`src/rtl/ifb_pkg.sv`:
```
package ifb_pkg;
  typedef struct packed {
    logic cacheable;
    logic alloc;
  } fill_attr_t;
endpackage

```
`src/rtl/ifb_ctrl.sv`:
```
module ifb_ctrl
  import ifb_pkg::*;
#(
  parameter int LINE_WORDS = 8,
  localparam int OFF_W = $clog2(LINE_WORDS)
) (
  input  logic             clk_i,
  input  logic             rst_ni,
  input  logic             start_i,
  input  logic [OFF_W-1:0] start_word_i,
  input  logic             full_i,
  input  logic             cacheable_i,
  input  logic             touch_i,
  input  logic             no_alloc_i,
  input  logic             beat_valid_i,
  input  logic             wr_ready_i,
  output logic             filling_o,
  output logic             wr_pend_o,
  output logic             beat_we_o,
  output logic [OFF_W-1:0] beat_idx_o,
  output fill_attr_t       attr_o
);
  localparam int LEFT_W = $clog2(LINE_WORDS + 1);

  logic              filling_q;
  logic              pend_q;
  logic [OFF_W-1:0]  ptr_q;
  logic [LEFT_W-1:0] left_q;
  fill_attr_t        attr_q;
  logic              last_beat;

  assign beat_we_o  = filling_q & beat_valid_i;
  assign last_beat  = beat_we_o && (left_q == LEFT_W'(1));
  assign beat_idx_o = ptr_q;
  assign filling_o  = filling_q;
  assign wr_pend_o  = pend_q;
  assign attr_o     = attr_q;

  always_ff @(posedge clk_i or negedge rst_ni) begin
    if (!rst_ni) begin
      filling_q <= 1'b0;
      ptr_q     <= '0;
      left_q    <= '0;
      attr_q    <= '0;
    end else if (start_i) begin
      filling_q        <= 1'b1;
      ptr_q            <= start_word_i;
      left_q           <= full_i ? LEFT_W'(LINE_WORDS) : LEFT_W'(LINE_WORDS / 2);
      attr_q.cacheable <= cacheable_i;
      // touch forces allocation regardless of no-allocate
      attr_q.alloc     <= cacheable_i & (touch_i | ~no_alloc_i);
    end else if (beat_we_o) begin
      ptr_q  <= ptr_q + OFF_W'(1);
      left_q <= left_q - LEFT_W'(1);
      if (last_beat) filling_q <= 1'b0;
    end
  end

  always_ff @(posedge clk_i or negedge rst_ni) begin
    if (!rst_ni)                 pend_q <= 1'b0;
    else if (pend_q && wr_ready_i) pend_q <= 1'b0;
    else if (last_beat && attr_q.alloc) pend_q <= 1'b1;
  end

  AST_FILL_ENDS: assert property (@(posedge clk_i) disable iff (!rst_ni)
    last_beat |=> !filling_q);
  AST_NO_START_BUSY: assert property (@(posedge clk_i) disable iff (!rst_ni)
    start_i |-> !filling_q && !pend_q);
endmodule

```
`src/rtl/ifb_store.sv`:
```
module ifb_store #(
  parameter int DATA_W     = 32,
  parameter int LINE_WORDS = 8,
  parameter int TAG_W      = 27,
  localparam int OFF_W = $clog2(LINE_WORDS)
) (
  input  logic                         clk_i,
  input  logic                         rst_ni,
  input  logic                         clr_i,
  input  logic [TAG_W-1:0]             tag_d_i,
  input  logic                         we_i,
  input  logic [OFF_W-1:0]             idx_i,
  input  logic [DATA_W-1:0]            data_i,
  output logic [TAG_W-1:0]             tag_o,
  output logic [LINE_WORDS-1:0]        valid_o,
  output logic [LINE_WORDS*DATA_W-1:0] line_o
);
  logic [TAG_W-1:0]      tag_q;
  logic [LINE_WORDS-1:0] valid_q;

  always_ff @(posedge clk_i or negedge rst_ni) begin
    if (!rst_ni)    tag_q <= '0;
    else if (clr_i) tag_q <= tag_d_i;
  end

  for (genvar g = 0; g < LINE_WORDS; g++) begin : g_word
    logic [DATA_W-1:0] word_q;
    logic              hit_wr;
    assign hit_wr = we_i && (idx_i == OFF_W'(g));

    always_ff @(posedge clk_i or negedge rst_ni) begin
      if (!rst_ni) begin
        word_q     <= '0;
        valid_q[g] <= 1'b0;
      end else if (clr_i) begin
        valid_q[g] <= 1'b0;
      end else if (hit_wr) begin
        word_q     <= data_i;
        valid_q[g] <= 1'b1;
      end
    end
    assign line_o[g*DATA_W +: DATA_W] = word_q;
  end

  assign tag_o   = tag_q;
  assign valid_o = valid_q;

  AST_ONE_WORD_PER_BEAT: assert property (@(posedge clk_i) disable iff (!rst_ni)
    !clr_i |=> $countones(valid_q) <= $countones($past(valid_q)) + 1);
endmodule

```
`src/rtl/ifb_lookup.sv`:
```
module ifb_lookup #(
  parameter int DATA_W     = 32,
  parameter int LINE_WORDS = 8,
  parameter int TAG_W      = 27,
  localparam int OFF_W = $clog2(LINE_WORDS)
) (
  input  logic                         fetch_valid_i,
  input  logic [TAG_W-1:0]             fetch_tag_i,
  input  logic [OFF_W-1:0]             fetch_idx_i,
  input  logic [TAG_W-1:0]             tag_i,
  input  logic [LINE_WORDS-1:0]        valid_i,
  input  logic [LINE_WORDS*DATA_W-1:0] line_i,
  output logic                         hit_o,
  output logic [DATA_W-1:0]            data_o
);
  assign hit_o  = fetch_valid_i && (fetch_tag_i == tag_i) && valid_i[fetch_idx_i];
  assign data_o = line_i[fetch_idx_i*DATA_W +: DATA_W];
endmodule

```
`src/rtl/ifill_buf.sv`:
```
module ifill_buf
  import ifb_pkg::*;
#(
  parameter int ADDR_W     = 32,
  parameter int DATA_W     = 32,
  parameter int LINE_WORDS = 8
) (
  input  logic                         clk_i,
  input  logic                         rst_ni,
  input  logic                         cfg_no_alloc_i,
  input  logic                         cfg_nc_line8_i,
  input  logic                         fetch_valid_i,
  input  logic [ADDR_W-1:0]            fetch_addr_i,
  input  logic                         fetch_cacheable_i,
  input  logic                         fetch_touch_i,
  output logic                         fetch_hit_o,
  output logic [DATA_W-1:0]            fetch_data_o,
  output logic                         req_start_o,
  output logic [ADDR_W-1:0]            req_addr_o,
  output logic                         req_full_o,
  input  logic                         beat_valid_i,
  input  logic [DATA_W-1:0]            beat_data_i,
  output logic                         cache_wr_valid_o,
  input  logic                         cache_wr_ready_i,
  output logic [ADDR_W-1:0]            cache_wr_addr_o,
  output logic [LINE_WORDS*DATA_W-1:0] cache_wr_line_o
);
  localparam int OFF_W  = $clog2(LINE_WORDS);
  localparam int BYTE_W = $clog2(DATA_W / 8);
  localparam int TAG_W  = ADDR_W - OFF_W - BYTE_W;

  logic [TAG_W-1:0]      fetch_tag, buf_tag;
  logic [OFF_W-1:0]      fetch_idx, start_word, beat_idx;
  logic [LINE_WORDS-1:0] valid;
  logic                  filling, wr_pend, beat_we, full, start;
  fill_attr_t            attr;

  assign fetch_tag  = fetch_addr_i[ADDR_W-1 -: TAG_W];
  assign fetch_idx  = fetch_addr_i[BYTE_W +: OFF_W];
  assign full       = fetch_cacheable_i | cfg_nc_line8_i;
  assign start_word = full ? '0 : {fetch_idx[OFF_W-1], {(OFF_W-1){1'b0}}};
  assign start      = fetch_valid_i & ~fetch_hit_o & ~filling & ~wr_pend;

  assign req_start_o      = start;
  assign req_addr_o       = {fetch_tag, start_word, {BYTE_W{1'b0}}};
  assign req_full_o       = full;
  assign cache_wr_valid_o = wr_pend;
  assign cache_wr_addr_o  = {buf_tag, {(OFF_W + BYTE_W){1'b0}}};

  ifb_ctrl #(.LINE_WORDS(LINE_WORDS)) u_ctrl (
    .clk_i        (clk_i),
    .rst_ni       (rst_ni),
    .start_i      (start),
    .start_word_i (start_word),
    .full_i       (full),
    .cacheable_i  (fetch_cacheable_i),
    .touch_i      (fetch_touch_i),
    .no_alloc_i   (cfg_no_alloc_i),
    .beat_valid_i (beat_valid_i),
    .wr_ready_i   (cache_wr_ready_i),
    .filling_o    (filling),
    .wr_pend_o    (wr_pend),
    .beat_we_o    (beat_we),
    .beat_idx_o   (beat_idx),
    .attr_o       (attr)
  );

  ifb_store #(.DATA_W(DATA_W), .LINE_WORDS(LINE_WORDS), .TAG_W(TAG_W)) u_store (
    .clk_i   (clk_i),
    .rst_ni  (rst_ni),
    .clr_i   (start),
    .tag_d_i (fetch_tag),
    .we_i    (beat_we),
    .idx_i   (beat_idx),
    .data_i  (beat_data_i),
    .tag_o   (buf_tag),
    .valid_o (valid),
    .line_o  (cache_wr_line_o)
  );

  ifb_lookup #(.DATA_W(DATA_W), .LINE_WORDS(LINE_WORDS), .TAG_W(TAG_W)) u_lookup (
    .fetch_valid_i (fetch_valid_i),
    .fetch_tag_i   (fetch_tag),
    .fetch_idx_i   (fetch_idx),
    .tag_i         (buf_tag),
    .valid_i       (valid),
    .line_i        (cache_wr_line_o),
    .hit_o         (fetch_hit_o),
    .data_o        (fetch_data_o)
  );

  AST_WR_HOLD: assert property (@(posedge clk_i) disable iff (!rst_ni)
    cache_wr_valid_o && !cache_wr_ready_i |=> cache_wr_valid_o && $stable(cache_wr_line_o));
  AST_WR_FULL_LINE: assert property (@(posedge clk_i) disable iff (!rst_ni)
    $rose(cache_wr_valid_o) |-> (&valid));
  AST_NC_NO_WR: assert property (@(posedge clk_i) disable iff (!rst_ni)
    cache_wr_valid_o |-> attr.cacheable);
  AST_START_CLEAR: assert property (@(posedge clk_i) disable iff (!rst_ni)
    req_start_o |=> (valid == '0));
  AST_BEAT_IDLE: assert property (@(posedge clk_i) disable iff (!rst_ni)
    !filling && beat_valid_i && !req_start_o |=> $stable(valid) && $stable(cache_wr_line_o));
endmodule

```
`config.mk`:
```
export PLATFORM = sky130hd
export DESIGN_NAME = ifill_buf
export DESIGN_NICKNAME = d
export VERILOG_FILES = /design/src/rtl/ifb_pkg.sv /design/src/rtl/ifb_ctrl.sv /design/src/rtl/ifb_store.sv /design/src/rtl/ifb_lookup.sv /design/src/rtl/ifill_buf.sv
export SDC_FILE = /design/constraint.sdc
export NUM_CORES = 1
export LEC_CHECK = 0
export BUFFER_PORTS_ARGS = -buffer_cell sky130_fd_sc_hd__buf_2
export CORE_UTILIZATION = 40
export CTS_CLUSTER_SIZE = 16
export DETAILED_ROUTE_END_ITERATION = 8
export GPL_ROUTABILITY_DRIVEN = 0
export GPL_TIMING_DRIVEN = 0
export HOLD_SLACK_MARGIN = 0.03
export PLACE_DENSITY = 0.73
export SYNTH_ARGS = -nofsm -noshare
export SYNTH_HDL_FRONTEND = slang
export SYNTH_SLANG_ARGS = --single-unit
```
`constraint.sdc`:
```
create_clock -name clk_i -period 3.7 [get_ports clk_i]
set_clock_uncertainty 0.15 [all_clocks]
set_input_delay 0.185 -clock clk_i [delete_from_list [all_inputs] [get_ports clk_i]]
set_output_delay 0.185 -clock clk_i [all_outputs]
set_load 0.01 [all_outputs]
```
# == After elaboration in Yosys (flattened, before gate mapping) ==
# Cells that the tools add are included.
# word_totals
register_bits,301
input_bits,73
output_inout_bits,356
elab_cells,110
# classes
addsub,2
order_cmp,1
eq_ne,9
n_shift,1
n_mux,29
n_bitwise,12
n_reduce_logical,34
# op_table
op,n
variable part select 256 x 9 -> 32 bit,1
== test 27 bit,1
2-to-1 mux 1 bit,22
nonzero test 2 bit,11
AND reduction 2 bit,9
logical AND 1 bit,13
"== test 3 bit, second input constant",4
2-to-1 mux 4 bit,3
2-to-1 mux 3 bit,3
"== test 3 x 2 -> 1 bit, second input constant",2
bitwise AND 1 bit,5
inverter 1 bit,5
"== test 4 x 1 -> 1 bit, second input constant",1
"< comparator 3 x 4 -> 1 bit, second input constant",1
"subtractor 4 x 1 -> 4 bit, second input constant",1
"adder 3 x 1 -> 3 bit, second input constant",1
binary-select mux 1 bit (select 3 bit),1
"== test 3 x 1 -> 1 bit, second input constant",1
logical NOT 3 bit,1
bitwise OR 1 bit,2

# == Depth between registers and ports, before layout ==
# Gate-level depths: netlist of the first run.
# depth
ltp_word,9
depth_mapped,8
mapped_depth_nobuf,6

# == Modules after synthesis ==
# A second synthesis of the first run with hierarchy kept.
# hier_totals
cells_unflattened,879
area_unflattened_um2,14084.8
# by_module_without_submodules
module,instances,cells_each,area_per_inst_um2,seq_area_each_um2
ifb_store,1,632,10956.8,7282.0
ifb_lookup,1,154,2268.4,0.0
ifb_ctrl,1,53,556.8,275.3
ifill_buf,1,40,302.8,0.0

# == Worst setup path before layout of the first run ==
# OpenSTA, ideal clock, no wires.
# synth_path
path_type,register to register
startpoint,"reg u_store.valid_q[3], in the netlist u_store.valid_o[3]"
endpoint,"reg u_store.tag_q[0], in the netlist u_store.tag_o[0]"
setup_time_ps,125
arrival_time_ps,2335
setup_slack_ps,1090
path_stages_with_launch,8
n_path_buf,2
period_less_slack_ps,2610
path_cell_list,dfrtp_1 mux4_1 mux2_2 and3_4 or4b_4 buf_6 buf_6 mux2_4
# synth_via
elab_chain_len,7
# synth_rtl
item,line_no,source
"start, declared",ifb_store.sv:19,logic [LINE_WORDS-1:0] valid_q;
"start signal, assigned by index",ifb_store.sv:34,valid_q[g] <= 1'b0;
"start signal, assigned by index",ifb_store.sv:36,valid_q[g] <= 1'b0;
"start signal, assigned by index",ifb_store.sv:39,valid_q[g] <= 1'b1;
binary-select mux 1 bit (select 3 bit),ifb_lookup.sv:16,assign hit_o = fetch_valid_i && (fetch_tag_i == tag_i) && valid_i[fetch_idx_i];
2-to-1 mux 1 bit (implied by the code),ifb_lookup.sv:16,
logical AND 1 bit,ifb_lookup.sv:16,
named net fetch_hit_o,ifill_buf.sv:16,"output logic fetch_hit_o,"
inverter 1 bit,ifill_buf.sv:42,assign start = fetch_valid_i & ~fetch_hit_o & ~filling & ~wr_pend;
bitwise AND 1 bit (3 in a row),ifill_buf.sv:42,
"end signal, assigned",ifb_store.sv:23,else if (clr_i) tag_q <= tag_d_i;
"end, declared",ifb_store.sv:18,logic [TAG_W-1:0] tag_q;
# The timed path passes the listed nets, and every way through them passes these cells. The select of a mux whose other input is x is not followed.
# A chain may end at the register's enable or synchronous reset.

# == Final worst setup path of the first run ==
# layout_path
startpoint,in fetch_addr_i[2]
endpoint,out fetch_data_o[14]
# layout_via
elab_chain_len,1
# layout_rtl
item,line_no,source
"start, declared",ifill_buf.sv:13,"input logic [ADDR_W-1:0] fetch_addr_i,"
variable part select 256 x 9 -> 32 bit,ifb_lookup.sv:17,assign data_o = line_i[fetch_idx_i*DATA_W +: DATA_W];
"end, declared",ifill_buf.sv:17,"output logic [DATA_W-1:0] fetch_data_o,"
# Every way passes these cells.

==> key figures, run 1 <==
Timing
  – RSZ-0062 raised after global routing: false
  – Clock period minus worst slack: 3347 ps
  – Worst setup margin: 352.7 ps
  – Final hold vios: 0
  – Slew HR: 15.99%
  – Fin crit share: 90.47%
  – Highest clock rate: 298.7 MHz
  – Max-slew violation count: 0
  – Setup violations, final: 0
  – Worst-Margin Slew: 1260 ps

Worst setup path
  – Critical path data arrival time: 3010 ps
  – WS Path Type: input pin to output pin
  – Crit Reg-Reg Endpoint: u_store.tag_o[19]$_DFFE_PN0P_
  – R2R cell count: 7
  – Crit path largest cell delay: 990 ps
  – Crit-path slowest cell: buf_1
  – Worst setup SP type: input pin
  – Reg2reg start: u_store.valid_o[3]$_DFFE_PN0P_
  – Reg2Reg Setup Slack: 950 ps
  – CP dominant cell by count: buf_2
  – Critical-path cell list: buf_2, clkbuf_1, buf_1, mux4_2, mux2_2, buf_2
  – Endpoint class of the critical path: output pin
  – Worst-path fanout max: 10
  – Crit path required time: 3370 ps

Synth
  – Register area share after synthesis: 54.14%
  – Number of synthesized flops with an enable pin: 0
  – Yosys cell types: 31
  – Post-synth ARST share: 100.0%
  – Seq cells post-synth: 301
  – Mapped Cells: 871
  – Cell area after synthesis: 0.01391 mm^2
  – Syn_area_per_cell: 15.97 um^2
  – Synth Warn #: 0
  – Top_reg_cell synth: dfrtp_1

Finish
  – Share of cells above drive strength 1: 63.10%
  – FF/Latch Area: 0.007532 mm^2
  – Multi-input gate area: 0.005887 mm^2
  – Fin nets: 1479
  – # diodes: 0
  – Area growth syn-to-layout: 32.15%
  – Fill count: 2832

Die
  – Die height: 188.5 um
  – Die Wd: 188.5 um
  – Die area: 0.03553 mm^2
  – Row count: 67
  – CORE AREA: 0.03387 mm^2
  – Top Ports: 429
  – Starting Density: 41.08%

Clock tree
  – Hold buffer count at CTS: 65
  – Clk Latency, worst-skew pair: 520 ps
  – CTS tree: yes
  – Post-CTS setup buffer count: 0
  – Worst-path clk slew: 60 ps
  – H-tree Lvls: 2
  – # clock sinks: 301
  – Root buffer cell: clkbuf_16
  – Post-CTS Resized: 0
  – Clk buf depth: 3
  – Number of CTS-inserted buffers: 34

Routing
  – Drc violations: 0
  – Length of the first detailed-routing pass in iterations: 4
  – Total vias in the final route: 9799
  – Iteration-0 DRC Markers: 325
  – Avg Vias per Cell: 5.246
  – Post-Route WL: 43500 um
  – Routed Antenna Nets: 0
  – Routed length per placed instance: 23.29 um

Global route
  – GR peak layer: met2
  – Number of global-route vias before repair: 10373
  – Met3 usage: 5.737%
  – First-pass GRT wire length: 64890 um
  – GRT met2 Usage: 40.58%
  – Antenna violations before repair: 0
  – Remaining Overflow, GRT: 0
  – Pin count of the biggest net entering global routing: 119
  – Total GRT Usage: 24.38%
  – Met1 GRT Util: 31.33%

Pwr
  – Power, Total: 16.13 mW
  – PwrDens: 877.4 mW/mm^2
  – Leakage power: 8.911 nW
  – Peak supply drop: 0.4681 mV

Min path
  – Worst Hold Class: input pin to async pin

Place
  – IO Port Bufs: 416
  – Pre-CTS setup slack: 170.7 ps
  – DP Wirelength: 29740 um

Job
  – Max-Cap Viols: 0

Status
  – Status: finished, final reports clean
[layer usage]
| metal | vias up | routed length (um) |
|---|---|---|
| li1 | 4232 | - |
| met1 | 5078 | 17910 |
| met2 | 412 | 21210 |
| met3 | 77 | 3157 |
| met4 | 0 | 1223 |
| met5 | - | 0 |
[worst max-delay path by stage]
| stage | to | startpoint | slack, ps |
|---|---|---|---|
| 5_1_grt | fetch_data_o[14] | fetch_addr_i[2] | 70 |
| 6_report | fetch_data_o[14] | fetch_addr_i[2] | 350 |
| 3_3_place_gp | u_store.g_word[6].word_q[24]$_DFFE_PN0P_ | rst_ni | -3370 |
| 3_5_place_dp | fetch_data_o[14] | fetch_addr_i[2] | 170 |
| 2_1_floorplan | u_store.tag_o[0]$_DFFE_PN0P_ | u_store.valid_o[3]$_DFFE_PN0P_ | 1090 |
| 4_1_cts | fetch_data_o[24] | fetch_addr_i[2] | 170 |
[sequential cells by signal, indices dropped and copies added, names as in the netlist]
register,flops
u_store.tag_o,27
u_ctrl.attr_o,1
u_ctrl.filling_o,1
u_ctrl.left_q,4
u_ctrl.beat_idx_o,3
u_store.g_word.word_q,256
u_store.valid_o,8
u_ctrl.wr_pend_o,1
[Yosys cell counts (2+ instances only)]
| cell | n | area (um^2) |
|---|---|---|
| mux2_4 | 23 | 345.3 |
| buf_1 | 34 | 127.6 |
| ha_1 | 8 | 100.1 |
| mux4_2 | 65 | 1464 |
| nand2_1 | 12 | 45.04 |
| clkbuf_1 | 10 | 37.54 |
| mux2i_1 | 4 | 40.04 |
| inv_1 | 10 | 37.54 |
| a22o_1 | 5 | 43.79 |
| nand3_1 | 3 | 15.01 |
| nand4_1 | 7 | 43.79 |
| mux2_2 | 294 | 3311 |
| nor2_1 | 2 | 7.510 |
| nor4_1 | 2 | 12.51 |
| a32o_1 | 3 | 30.03 |
| o21ai_0 | 4 | 20.02 |
| buf_4 | 36 | 270.3 |
| xnor2_1 | 30 | 262.8 |
| dfrtp_1 | 301 | 7532 |
| buf_6 | 4 | 45.04 |
| and2_1 | 4 | 25.02 |
[through the flow]
stage                     instances  setup TNS (ps)  cell area, um^2  util (%)  hold WS, ps
after detailed placement       1745               0            16650     49.16        31.58
after global routing           1868               0            18390     54.29        93.00
after global placement         1743        -1000300            16580     48.97        218.4
after floorplan                 879               0            13940         -       -260.6
final                          1868               0            18390     54.29        47.58
after CTS                      1868               0            18380     54.28        75.41
[cells in the final DEF (no fill, tap or decap), drive strengths merged, types with 2 or more instances in the layout]
cell type and n:
clkinv 4, conb 9, nor2 2, buf 491, mux2 317, ha 8
clkbuf 63, nand4 7, nor4 2, dlygate4sd3 65, a22o 5, dfrtp 301
o21ai 4, nand2 12, mux4 66, and2 5, nand3 3, mux2i 4
xnor2 30, inv 12, a32o 3
[power by group]
part | total [mW] | switching [mW] | internal (mW)
sequential | 6.17 | 1.26 | 4.91
clock | 3.27 | 1.34 | 1.92
combinational | 6.69 | 3.09 | 3.61
[kinds of logic after synthesis]
group | Yosys count | synth area share, %
muxes | 387 | 37.28
DFF | 301 | 54.14
buffers and inverters | 95 | 3.759
and+or+nand+nor | 35 | 1.394
xor gates and xnor gates | 31 | 1.952
AOI/OAI and AO/OA | 13 | 0.7285
adders and majority gates | 8 | 0.7195
other | 1 | 0.02695
[worst max-delay path, delay by kind of cell]
kind | cells | cell delay, ps
buf+inv | 4 | 1890
mux | 2 | 920
[final cells by class]
class	count	share of cell area, %
repair buffers	483	15.22
well taps	448	3.049
flip-flops and latches	301	40.97
clock inverters	7	0.3062
inverters	10	0.2042
clock buffers	51	5.580
plain buffers	85	2.654
multi-input cells	483	32.02
Note: power is estimated with default switching activity, not from simulation.
==> run 2, diff against run 1 <==
--- a/config.mk
+++ b/config.mk
@@ -6,13 +6,13 @@
 export NUM_CORES = 1
 export LEC_CHECK = 0
 export BUFFER_PORTS_ARGS = -buffer_cell sky130_fd_sc_hd__buf_2
-export CORE_UTILIZATION = 40
+export CORE_UTILIZATION = 50
 export CTS_CLUSTER_SIZE = 16
 export DETAILED_ROUTE_END_ITERATION = 8
 export GPL_ROUTABILITY_DRIVEN = 0
 export GPL_TIMING_DRIVEN = 0
 export HOLD_SLACK_MARGIN = 0.03
-export PLACE_DENSITY = 0.73
+export PLACE_DENSITY = 0.86
 export SYNTH_ARGS = -nofsm -noshare
 export SYNTH_HDL_FRONTEND = slang
 export SYNTH_SLANG_ARGS = --single-unit
==> key figures, run 2 (same netlist as run 1, synthesis figures left out) <==
Finish
  – Fin nets: 1479 (unchanged)
  – Fill count: 1871 (was 2832)
  – FF/Latch Area: 0.007532 mm^2 (unchanged)
  – # diodes: 0 (unchanged)
  – Area growth syn-to-layout: 31.26% (was 32.15%)
  – Commonest cells after routing, fill and taps aside: buf_2, dfrtp_1, mux2_2 (unchanged)
  – Multi-input gate area: 0.005887 mm^2 (unchanged)
  – Final core utilization: 67.38% (was 54.29%)
  – Share of cells above drive strength 1: 62.76% (was 63.10%)
  – Max FFs per register: 256 (unchanged)
  – Commonest non-fill, non-tap cell in the layout: buf_2 (unchanged)
  – Layout Cells excl Fill: 1790 (was 1868)
  – Reg with most FFs: u_store.g_word.word_q (unchanged)

Worst setup path
  – Crit path required time: 3370 ps (about the same)
  – Worst setup SP type: input pin (unchanged)
  – Critical path data arrival time: 3060 ps (was 3010 ps)
  – Critical-path cell list: buf_2, clkbuf_1, buf_1, mux4_2, mux2_2, buf_2 (unchanged)
  – Worst-path fanout max: 10 (unchanged)
  – Endpoint class of the critical path: output pin (unchanged)
  – Crit path largest cell delay: 980 ps (was 990 ps)
  – Crit-path slowest cell: buf_1 (unchanged)
  – WS Path Type: input pin to output pin (unchanged)
  – CP dominant cell by count: buf_2 (unchanged)

Timing
  – Fin crit share: 91.64% (was 90.47%)
  – Max-slew violation count: 0 (unchanged)
  – Min Hold Slack: 49.49 ps (was 47.58 ps)
  – Highest clock rate: 294.9 MHz (was 298.7 MHz)
  – RSZ-0062 raised after global routing: false (unchanged)
  – Slew HR: 13.77% (was 15.99%)
  – Final hold vios: 0 (unchanged)
  – Clock period minus worst slack: 3391 ps (was 3347 ps)
  – Setup TNS: 0 ps (unchanged)
  – Setup violations, final: 0 (unchanged)
  – Worst-Margin Slew: 1293 ps (was 1260 ps)

Die
  – CORE AREA: 0.02710 mm^2 (was 0.03387 mm^2)
  – Starting Density: 51.33% (was 41.08%)
  – Die Wd: 168.8 um (was 188.5 um)
  – Top Ports: 429 (unchanged)
  – Row count: 60 (was 67)
  – Die area: 0.02850 mm^2 (was 0.03553 mm^2)
  – Die height: 168.8 um (was 188.5 um)

Place
  – IO Port Bufs: 416 (unchanged)
  – Post-Place Cells: 1669 (was 1745)
  – DP Wirelength: 29140 um (was 29740 um)

Clock tree
  – Worst-path clk slew: 50 ps (was 60 ps)
  – Number of CTS-inserted buffers: 35 (was 34)
  – H-tree Lvls: 2 (unchanged)
  – # clock sinks: 301 (unchanged)
  – Root buffer cell: clkbuf_16 (unchanged)
  – CTS tree: yes (unchanged)
  – Clk buf depth: 3 (unchanged)
  – Clk Latency, worst-skew pair: 500 ps (was 520 ps)
  – Post-CTS setup buffer count: 0 (unchanged)

Global route
  – Remaining Overflow, GRT: 0 (unchanged)
  – First-pass GRT wire length: 64760 um (was 64890 um)
  – Total GRT Usage: 30.62% (was 24.38%)
  – Number of global-route vias before repair: 10542 (was 10373)
  – Antenna violations before repair: 0 (unchanged)
  – Pin count of the biggest net entering global routing: 125 (was 119)

Routing
  – Length of the first detailed-routing pass in iterations: 4 (unchanged)
  – Post-Route WL: 43260 um (was 43500 um)
  – Avg Vias per Cell: 5.546 (was 5.246)
  – Routed length per placed instance: 24.17 um (was 23.29 um)
  – Total vias in the final route: 9928 (was 9799)
  – Routed Antenna Nets: 0 (unchanged)
  – Iteration-0 DRC Markers: 549 (was 325)
  – Drc violations: 0 (unchanged)

Pwr
  – Peak supply drop: 0.5095 mV (was 0.4681 mV)
  – PwrDens: 889.0 mW/mm^2 (was 877.4 mW/mm^2)
  – Leakage power: 8.886 nW (was 8.911 nW)

Job
  – Max-Cap Viols: 0 (unchanged)

Status
  – Status: finished, final reports clean (unchanged)

Min path
  – Worst Hold Class: input pin to flip-flop (was input pin to async pin)
==> run 2: changes by cell type in the layout (fill, tap and decap cells not counted), sizes merged <==
| cell | change |
|---|---|
| buf | +2 |
| clkinv | -2 |
| bufinv | +1 |
| clkbuf | -1 |
| dlygate4sd3 | -1 |
| inv | -1 |
==> run 2: worst max-delay path, delay by kind of cell <==
kind	cells	cell delay, ps
buf+inv	4	1920
mux	2	930
==> run 2: path summary, 6_finish.rpt <==
check                                                           end  slack [ps]                           start  cells after the start
max                                                 fetch_data_o[1]         310                 fetch_addr_i[2]                      6
min                                u_ctrl.beat_idx_o[1]$_DFFE_PN0P_          50                    beat_valid_i                      4
max reg2reg                            u_store.tag_o[6]$_DFFE_PN0P_         960  u_store.valid_o[3]$_DFFE_PN0P_                      7
min reg2reg                          u_store.valid_o[0]$_DFFE_PN0P_         350  u_store.valid_o[0]$_DFFE_PN0P_                      1
max in group asynchronous  u_store.g_word[6].word_q[23]$_DFFE_PN0P_        2350                          rst_ni                      3
min in group asynchronous   u_store.g_word[5].word_q[1]$_DFFE_PN0P_          60                          rst_ni                      2
==> run 2: routing by layer <==
metal  part of all wire [%]  vias up  track usage, %
met5                      0        -               0
met4                    3.8        0           12.17
met3                    8.5      113           8.838
met2                     51      507           52.87
met1                     37     5082           35.97
li1                       -     4226               -
==> run 2: repair_timing <==
action | CTS | global route
endpoints found under the hold margin | 410 | 0
hold buffers | 64 | 0
resized for setup | 0 | 0
==> run 2: per-stage QoR <==
stage          setup slack (ps)  cell area [um^2]  total power, mW
6_report                  309.3             18260            16.23
5_1_grt                   135.0             18260            17.02
4_1_cts                   208.8             18260            16.20
3_5_place_dp              207.0             16550            12.84
3_3_place_gp              -3254             16490            12.54
2_1_floorplan              1090             13940            9.851
==> run 2: area by class of cell <==
| type | count | area share (%) |
|---|---|---|
| Sequential cell | 301 | 41.25 |
| Multi-Input combinational cell | 483 | 32.24 |
| Timing Repair Buffer | 482 | 15.27 |
| Clock buffer | 52 | 5.529 |
| Buffer | 85 | 2.658 |
| Tap cell | 372 | 2.549 |
| Clock inverter | 5 | 0.3083 |
| Inverter | 10 | 0.2055 |
==> run 2: power by group <==
group | internal (mW) | switching (mW) | leakage [nW]
combinational | 3.61 | 3.17 | 4.67
sequential | 4.91 | 1.28 | 3.69
clock | 1.95 | 1.32 | 0.520
total | 10.5 | 5.77 | 8.89
